## src/rtl/rom_dram_seq.sv

```systemverilog
module rom_dram_seq #(
  parameter int AW   = 12,
  parameter int COLW = 4,
  parameter int WSW  = 2
) (
  input  logic          clk,
  input  logic          rst_n,
  input  logic          req,
  input  logic          wr,
  input  logic [AW-1:0] addr,
  input  logic          cfg_we,
  input  logic [1:0]    cfg_bank,
  input  logic [WSW-1:0] cfg_rws,
  input  logic [WSW-1:0] cfg_wws,
  input  logic          cfg_burst,
  output logic          rdy,
  output logic          ras_n,
  output logic          cas_n,
  output logic [3:0]    rom_ce_n
);
  localparam int NBANK = 4;
  localparam int BKW   = 2;
  localparam int RGN   = AW - 1;
  localparam int CNTW  = WSW + 1;

  logic [WSW-1:0]  rws [NBANK];
  logic [WSW-1:0]  wws [NBANK];
  logic [NBANK-1:0] ben;

  logic [AW-1:0]   last_addr;
  logic            last_wr, prev_rdy, in_acc, pre_done;
  logic [CNTW-1:0] need_q, elapsed, need_c, rom_len, dram_len;

  wire           is_dram  = addr[RGN];
  wire [BKW-1:0] bank     = addr[RGN-1 -: BKW];
  wire [AW-1:0]  nxt      = last_addr + 1'b1;
  wire           seq      = prev_rdy && addr == nxt && wr == last_wr &&
                            addr[RGN] == last_addr[RGN];
  wire           same_row = addr[AW-1:COLW] == last_addr[AW-1:COLW];
  wire           same_bk  = bank == last_addr[RGN-1 -: BKW];

  always_comb begin
    if (seq && same_bk && ben[bank]) rom_len = CNTW'(1);
    else rom_len = (wr ? {1'b0, wws[bank]} : {1'b0, rws[bank]}) + 1'b1;
    if (seq && same_row)  dram_len = CNTW'(1);
    else if (pre_done)    dram_len = CNTW'(2);
    else                  dram_len = CNTW'(3);
    need_c = is_dram ? dram_len : rom_len;
  end

  assign rdy   = req && (in_acc ? (elapsed == need_q - 1'b1) : (need_c == CNTW'(1)));
  assign ras_n = !(req && is_dram);
  assign cas_n = !(rdy && is_dram);

  for (genvar b = 0; b < NBANK; b++) begin : g_ce
    assign rom_ce_n[b] = !(req && !is_dram && bank == BKW'(b));
  end

  always_ff @(posedge clk) begin
    if (!rst_n) begin
      for (int i = 0; i < NBANK; i++) begin
        rws[i] <= '1;
        wws[i] <= '1;
      end
      ben <= '0;
    end else if (cfg_we) begin
      rws[cfg_bank] <= cfg_rws;
      wws[cfg_bank] <= cfg_wws;
      ben[cfg_bank] <= cfg_burst;
    end
  end

  always_ff @(posedge clk) begin
    if (!rst_n) begin
      in_acc    <= 1'b0;
      need_q    <= '0;
      elapsed   <= '0;
      prev_rdy  <= 1'b0;
      last_addr <= '0;
      last_wr   <= 1'b0;
      pre_done  <= 1'b0;
    end else begin
      prev_rdy <= rdy;
      if (rdy) begin
        in_acc    <= 1'b0;
        elapsed   <= '0;
        last_addr <= addr;
        last_wr   <= wr;
      end else if (req) begin
        if (!in_acc) begin
          in_acc  <= 1'b1;
          need_q  <= need_c;
          elapsed <= CNTW'(1);
        end else begin
          elapsed <= elapsed + 1'b1;
        end
      end
      if (ras_n)                          pre_done <= 1'b1;
      else if (req && is_dram && !in_acc) pre_done <= 1'b0;
    end
  end
endmodule


```

## config.mk

```make
export PLATFORM = sky130hd
export DESIGN_NAME = rom_dram_seq
export DESIGN_NICKNAME = d
export VERILOG_FILES = /design/src/rtl/rom_dram_seq.sv
export SDC_FILE = /design/constraint.sdc
export NUM_CORES = 1
export LEC_CHECK = 0
export BUFFER_PORTS_ARGS = -buffer_cell sky130_fd_sc_hd__buf_2
export CORE_MARGIN = 1.5
export CORE_UTILIZATION = 60
export CTS_BUF_LIST = sky130_fd_sc_hd__clkbuf_4 sky130_fd_sc_hd__clkbuf_8
export DETAILED_ROUTE_END_ITERATION = 10
export GPL_ROUTABILITY_DRIVEN = 0
export PLACE_DENSITY = 0.78
export SYNTH_ARGS = -nofsm -noshare
export SYNTH_HDL_FRONTEND = slang
export SYNTH_SLANG_ARGS = --single-unit
```

## constraint.sdc

```tcl
create_clock -name clk -period 4.1 [get_ports clk]
set_input_delay 0.205 -clock clk [delete_from_list [all_inputs] [get_ports clk]]
set_output_delay 0.205 -clock clk [all_outputs]
set_load 0.02 [all_outputs]
```

==> impl.org, run 1 <==
** Run status
- Status :: complete, no violations

** CTS
- TritonCTS clock tree :: done
- Number of instances resized during post-cts repair :: 0
- CTS placed an instance of clkbuf_8 at the clock tree root.
- Hold-fix buffers, CTS :: 0
- Number of sinks driven by the clock tree :: 42
- TritonCTS Buffers :: 5
- Clock edge transition at the registers on the reported setup and hold paths :: 80 ps
- Number of H-tree levels :: 2
- Clock latency on the worst-skew pair, taken at its later pin, is 300 ps.
- Maximum count of clock buffers along a single path :: 2
- The number of setup buffers added after CTS is 0.

** Floorplan
- Effective utilization at floorplan :: 63.2%
- Core Rows :: 23
- Number of top-level design ports :: 31
- Die height :: 68.4 µm
- The die covers 0.00467 mm².
- In this run the standard cell core region covers 0.00406 mm².
- Die span in x :: 68.4 µm

** Setup path
- The critical path is of the flop to output port type.
- Of all nets on the critical path, the largest fanout is 13.
- The worst register-to-register path begins at last_addr[0].
- Worst setup path startpoint :: last_addr[0]
- Endpoint type of the worst setup path :: output port
- The worst setup path is launched from a flop.
- Required arrival time at the worst endpoint :: 3890 ps
- Arrival time worst endpoint :: 2990 ps

** Cells and area
- After filler insertion, the fill cell instance count of the layout stands at 320.
- Area Growth Syn to Fin :: 9.81%
- In the layout the commonest cells are nand2_1, buf_2, dfxtp_1.
- Layout cells sized above 1 :: 19.4%
- Leaving out fill and tap cells, the most frequent cell in the layout is nand2_1.
- Ant. Diodes :: 0
- Core utilization of the finished layout :: 69.4%
- At the end of the flow, the number of nets in the layout was 326.

** Power and ir drop
- The analysis attributes to cell leakage a power of 0.00103 µW.
- The worst-case IR drop observed on VDD is 0.000236 V.
- Power per unit of standard cell area :: 359 mW/mm²

** STA
- Tmin final :: 3200 ps
- After routing, the total negative slack on setup checks comes to 0 ps.
- Slew headroom :: 63.5%
- Setup repair after global routing left no endpoint under its margin.
- Final worst-path setup slack :: 904 ps
- Share of the cycle needed by the critical path after routing :: 77.9%
- Count of final hold-check violations :: 0
- Setup violations remaining at the end of the flow were counted as 0.
- At the pin with the least slew margin, the transition time is 547 ps.
- Peak clock frequency supported by timing :: 313 MHz
- Max Slew Vio Count :: 0
- Clock skew after layout :: 6.09 ps

** Synthesis
- Synthesized netlist cell count :: 276
- The most used flip-flop cell after synthesis is dfxtp_1.
- The mapped netlist covers 0.00256 mm².
- Summed over its instances, the top area cell type makes up 20.3% of the synthesized netlist area.
- Proportion of synthesized chip area in sequential cells :: 39.0%
- Number of library cell types mapped by synthesis :: 49
- Number of synthesized register bits :: 42
- Share of synthesized registers carrying an async set or reset :: 0%
- Number of synthesized flops with an enable pin :: 16
- Cell type with the largest total area after synthesis :: dfxtp_1
- Averaged over all synthesized cells, the footprint is 9.29 µm².
- By area the synthesized netlist is led by dfxtp_1, edfxtp_1, nand2_1.
- Net count of the mapped netlist :: 304
- For this run, the number of Yosys warnings is 0.

** GRT
- Total congestion overflow after global routing :: 0
- Entering global routing, the biggest net connects 32 pins.
- Number of antenna violations at the first check in global routing :: 0
- Total global-route track usage :: 24.0%
- Number of global-route vias before repair :: 1819
- The first global-routing pass estimated 8300 µm of wire.

** Route
- Wire length per cell :: 14.6 µm
- In this run, the number of DRC markers left after iteration 0 of detailed routing was 133.
- Dividing the detail-routed via count by the number of cells gives 5.87.
- The routed design has 5080 µm of wire.
- Number of nets with antenna violations after detailed routing :: 0
- Across all layers, the routed design uses 2050 vias.
- For this run, the detailed router's first-pass iteration total came to 4.
- DRC errors left :: 0

** Job
- Total of max-cap violations :: 0

** Placed design
- OpenSTA, run right after detailed placement, puts the worst setup slack at 1100 ps.
- Buffers added on ports :: 30
- Total half-perimeter wirelength after legalization and detailed placement :: 3820 µm

** Min path
- In this run the most critical hold path is launched from addr[4].
- The path class of the tightest hold or removal check is input port to flop.
[cell usage after synthesis (all sizes together), types with 2 or more instances]
library cell / n
buf: 12
nor3: 8
edfxtp: 16
clkbuf: 4
a31oi: 5
o21ai: 6
nor2: 14
mux2: 2
nand2: 57
and3: 4
a211oi: 5
nor2b: 6
a21oi: 15
o32ai: 3
nor4: 2
or3: 2
mux4: 5
mux2i: 13
ha: 4
nand3: 10
xor2: 7
inv: 12
dfxtp: 26
nand4: 9
and4: 4
a311oi: 2
xnor2: 12
[metal layers]
layer	wire (µm)	GRT usage, %
met5	0	0
met1	2290	30.0
met3	127	4.44
met2	2620	41.6
met4	48	7.75
[final cells by class]
class	instances	area (µm²)	share of cell area, %
clock buffer	5	68.8	2.44
clock inverter	3	45.0	1.60
inverter	12	45.0	1.60
multi-input combinational	206	1420	50.5
sequential	42	1000	35.6
tap	50	62.6	2.22
timing repair buffer	31	170	6.04
[flip-flops by register name, indices dropped and copies added (netlist names)]
register,count
ben,4
wws,8
last_wr,1
last_addr,12
elapsed,3
prev_rdy,1
need_q,3
rws,8
pre_done,1
in_acc,1
[cells by family (layout without fill, tap and decap cells)]
group	Yosys count	count (layout)	share of synthesized area (%)
and+or+nand+nor	119	119	24.1
adders and majority gates	4	4	1.95
muxes	20	20	10.3
buffers and inverters	28	51	5.71
AOI/OAI and AO/OA	44	44	12.1
DFF	42	42	39.0
xor gates and xnor gates	19	19	6.78
[where the power goes]
group / leakage, µW / total, µW / switching, µW / internal (µW)
logic: 0.000611 / 190 / 108 / 81.9
registers: 0.000370 / 487 / 25.1 / 462
clock network: 0.0000504 / 333 / 152 / 181
[final timing paths]
kind | to | slack (ps) | depth (start not counted)
setup / recovery | rdy | 900 | 9
hold / removal | last_addr[4] | 160 | 3
setup reg to reg | last_wr | 1330 | 9
hold reg to reg | ben[0] | 460 | 2
[through the flow]
stage / cells / power, µW / cell area (µm²) / hold WS (ps)
2_1_floorplan: 276 / 640 / 2560 / 347
6_report: 349 / 1010 / 2820 / 162
4_1_cts: 349 / 1020 / 2820 / 156
3_3_place_gp: 341 / 681 / 2700 / 446
3_5_place_dp: 341 / 686 / 2700 / 450
5_1_grt: 349 / 1050 / 2820 / 162
[worst max-delay path, cell delays in order (launching register included)]
cell	delay, ps
dfxtp_1	430
ha_1	360
nand3_1	190
or3_1	340
a21oi_1	140
and4_4	260
a311oi_1	160
nor3_4	420
buf_12	210
buf_2	180
Power figures use the tool's default switching activity.
==> run 2, diff against run 1 <==
ABC_AREA = 1   (was default)
CORE_UTILIZATION = 54   (was 60)
PLACE_DENSITY = 0.74   (was 0.78)
clock period = 2.65 ns   (was 4.1 ns; I/O delays follow)
==> run 2 against run 1 <==
Against the previous run: flip-flop and latch count unchanged; final area up 1.2%; power grew 54%; clock-buffer cell count increased by 1; via count grew 13%; synthesized cell count grew 27%; synthesized area down 4.0%; cell count rose by 26%; wire length rose by 6.2%; largest cell class unchanged.
==> impl.org, run 2 <==
** Synthesis
- Simple-gate share of the synthesized area :: 38.0%
- In the post-synthesis netlist, the biggest area contributors are dfxtp_1, edfxtp_1, nand2_1.
- Synthesis warning total :: 0
- After synthesis, the share of cell area in mux cells is 0%.
- Averaged over all synthesized cells, the footprint is 7.03 µm².
- Yosys instantiated no cell more often than nand2_1.
- Proportion of synthesized chip area in sequential cells :: 40.7%
- After synthesis, the largest family of logic cells by area is simple AND/OR/NAND/NOR gates.
- Synthesized netlist cell count :: 350
- Counting flops with an async set or reset pin after synthesis yields a share of 0%.
- The synthesized design contains 16 enable-type register cells.
- Top cell type's share of synthesized area :: 21.1%
- The commonest cells after synthesis are nand2_1, inv_1, nand3_1, nor2_1, dfxtp_1.
- Post-synthesis xor/xnor area fraction :: 2.14%
- Number of synthesized register bits :: 42
- The most used flip-flop cell after synthesis is dfxtp_1.
- Number of library cell types mapped by synthesis :: 37
- Cell type with the largest total area after synthesis :: dfxtp_1
- Post-Synthesis Cell Area :: 0.00246 mm²
- Summing the areas of all compound-gate instances in the mapped netlist gives 7.68% of the synthesized area.
- Net count of the mapped netlist :: 378
- Adder-Cell Fraction of Synth Area :: 2.03%

** STA
- Unrepaired setup endpoints after global routing :: true
- The final critical path takes up 93.6% of the cycle.
- Count of final hold-check violations :: 0
- Tmin final :: 2480 ps
- Slew headroom :: 63.7%
- Max Slew Vio Count :: 0
- Final-report setup violation count :: 0
- Peak clock frequency supported by timing :: 403 MHz
- For the pin with the worst max-slew slack, the measured transition is 540 ps.
- Clock skew on the completed layout was measured at 3.19 ps.

** Setup path
- STA classifies the critical path endpoint as an output port.
- The worst setup path is launched from a flop.
- Maximum fanout along the worst path :: 5
- The setup path with the least slack is of type flop to output port.
- Setup slack of the most critical reg-to-reg path :: 430 ps
- Worst setup path startpoint :: last_addr[1]
- Data on the critical path arrives at its endpoint at 2350 ps.
- FF-to-FF Start :: last_addr[1]
- At the worst endpoint, the required time is 2520 ps.

** Power and ir drop
- Net switching is 28.4% of the power.
- VDD sags by at most 0.000432 V.
- The share of total power dissipated in combinational logic is 18.8%.
- Summed over all nets, the switching power comes to 442 µW.
- Standby leakage power :: 0.00130 µW
- Internal power component :: 1110 µW
- Final Power :: 1560 µW
- Power per unit of standard cell area :: 546 mW/mm²
- Sequential Power Share :: 47.8%
- The clock network burns 33.4% of the power.

** Cells and area
- Cells fill 65.0% of the core in the end.
- Fill cells in the final layout number 395.
- At the end of the flow, the number of nets in the layout was 413.
- Cells with a size suffix above 1 make up 19.2% of the layout.
- Leaving out fill and tap cells, the most frequent cell in the layout is nand2_1.
- Largest registers ranked by flip-flop count :: last_addr x12, rws x8, wws x8
- Max reg flops :: 12
- Ant. Diodes :: 0
- The library cells used most frequently in the layout, excluding fill and tap cells, are nand2_1, inv_1, nand3_1.
- Area of all placed cells without fillers :: 0.00285 mm²
- Area Growth Syn to Fin :: 15.7%
- Counting flops per register, the top entry is last_addr.

** CTS
- The H-tree was split into 2 levels.
- Number of sinks driven by the clock tree :: 42
- No sink is reached through more buffers than the 2 on the longest clock path.
- TritonCTS clock tree :: done
- Buffers inserted to repair hold after CTS numbered 0.
- Clock insertion delay at the later pin of the skew report :: 290 ps
- Clock edge transition at the registers on the reported setup and hold paths :: 80 ps
- TritonCTS Buffers :: 5
- Clock root buffer :: clkbuf_8

** Route
- First drt pass iteration count :: 4
- Total Wirelength :: 5390 µm
- Vias per inst :: 5.29
- Starting DRT DRC Count :: 121
- In the final routed layout, each cell accounts on average for 12.3 µm.
- Number of nets with antenna violations after detailed routing :: 0
- The routed layout has 2315 vias.
- In the routed design, unresolved DRC markers number 0.

** Floorplan
- In this run the horizontal extent of the chip is 70.5 µm.
- Core Rows :: 24
- Effective utilization at floorplan :: 56.1%
- Die height :: 70.5 µm
- During I/O placement, the number of pins put on the boundary was 31.
- Die footprint :: 0.00497 mm²
- Core outline area :: 0.00438 mm²

** GRT
- Total global-route track usage :: 22.5%
- The via count of the first global-routing pass was 2059.
- The number of antenna violations at the first check in global routing came to 0.
- Entering global routing, the biggest net connects 38 pins.
- Total congestion overflow after global routing :: 0
- Global-route wire length before repair :: 8870 µm

** Job
- Max-cap violations in this run came to 0.

** Min path
- In this run the most critical hold path is launched from addr[8].
- The path class of the tightest hold or removal check is input port to flop.

** Run status
- The flow ran to the end, and the final reports show no timing, DRC or antenna violations.

** Placed design
- Buffers added on ports :: 30
- Total half-perimeter wirelength after legalization and detailed placement :: 4040 µm
- After detailed placement, the total cell area comes to 0.00268 mm².
## run 2: worst paths after layout
path	endpoint	cells past startpoint
worst max register to register	last_addr[6]	17
worst min-delay path	last_addr[8]	3
worst max-delay path	cas_n	17
worst min register to register	need_q[1]	2
## run 2: metal layers
metal,routed length (µm),global-route usage (%)
met1,2460,28.0
met2,2600,39.1
met3,269,4.33
met4,67,7.26
met5,0,0
## run 2: what timing repair did
action / CTS / global route
buffers inserted: 0 / 2
endpoints found under the hold margin: 0 / 0
endpoints found under the setup margin: 0 / 2
resized for setup: 0 / 13
## run 2: final cells by class
class                           instances  area (µm²)  share of cell area [%]
Sequential cell                        42        1000                    35.3
Tap cell                               52        65.1                    2.28
Timing Repair Buffer                   38         216                    7.60
Clock buffer                            6        76.3                    2.68
Inverter                               48         180                    6.33
Clock inverter                          2        37.5                    1.32
Multi-Input combinational cell        250        1270                    44.5
## run 2: power groups by stage
| stage | Clock (µW) | Sequential (µW) | Combinational [µW] |
|---|---|---|---|
| after floorplan | 0 | 749 | 203 |
| after global placement | 0 | 757 | 273 |
| after detailed placement | 0 | 757 | 278 |
| after CTS | 527 | 742 | 279 |
| after global routing | 548 | 749 | 328 |
| final | 519 | 744 | 292 |
## run 2: worst max-delay path: stages (launching register included)
cell and delay, ps:
dfxtp_4 370, ha_4 260, inv_2 30, nand2_1 40, nand2_1 40, nor2_1 90, nand2_1 70, nor2_2 90
nand2_1 70, nor2_2 130, nand4_2 130, nand2_2 100, nand3_2 110, o21ai_4 190, nand2_4 80, inv_2 70
nand2_2 40, buf_6 130
## run 2: kinds of logic (layout without fill, tap and decap cells)
kind of cell / after synthesis / count (layout)
fa+ha+maj: 4 / 4
buf+inv: 58 / 94
flops: 42 / 42
xor+xnor: 6 / 6
simple gates: 210 / 210
compound gates: 30 / 30
## run 2: metrics by stage
step	hold WS (ps)	setup TNS, ps	setup slack [ps]	cells
CTS	97.4	0	25.3	436
floorplan	286	0	488	350
finish	99.9	0	170	438
global route	110	-87.8	-53.8	438
detailed placement	408	0	234	428
global placement	404	0	314	428
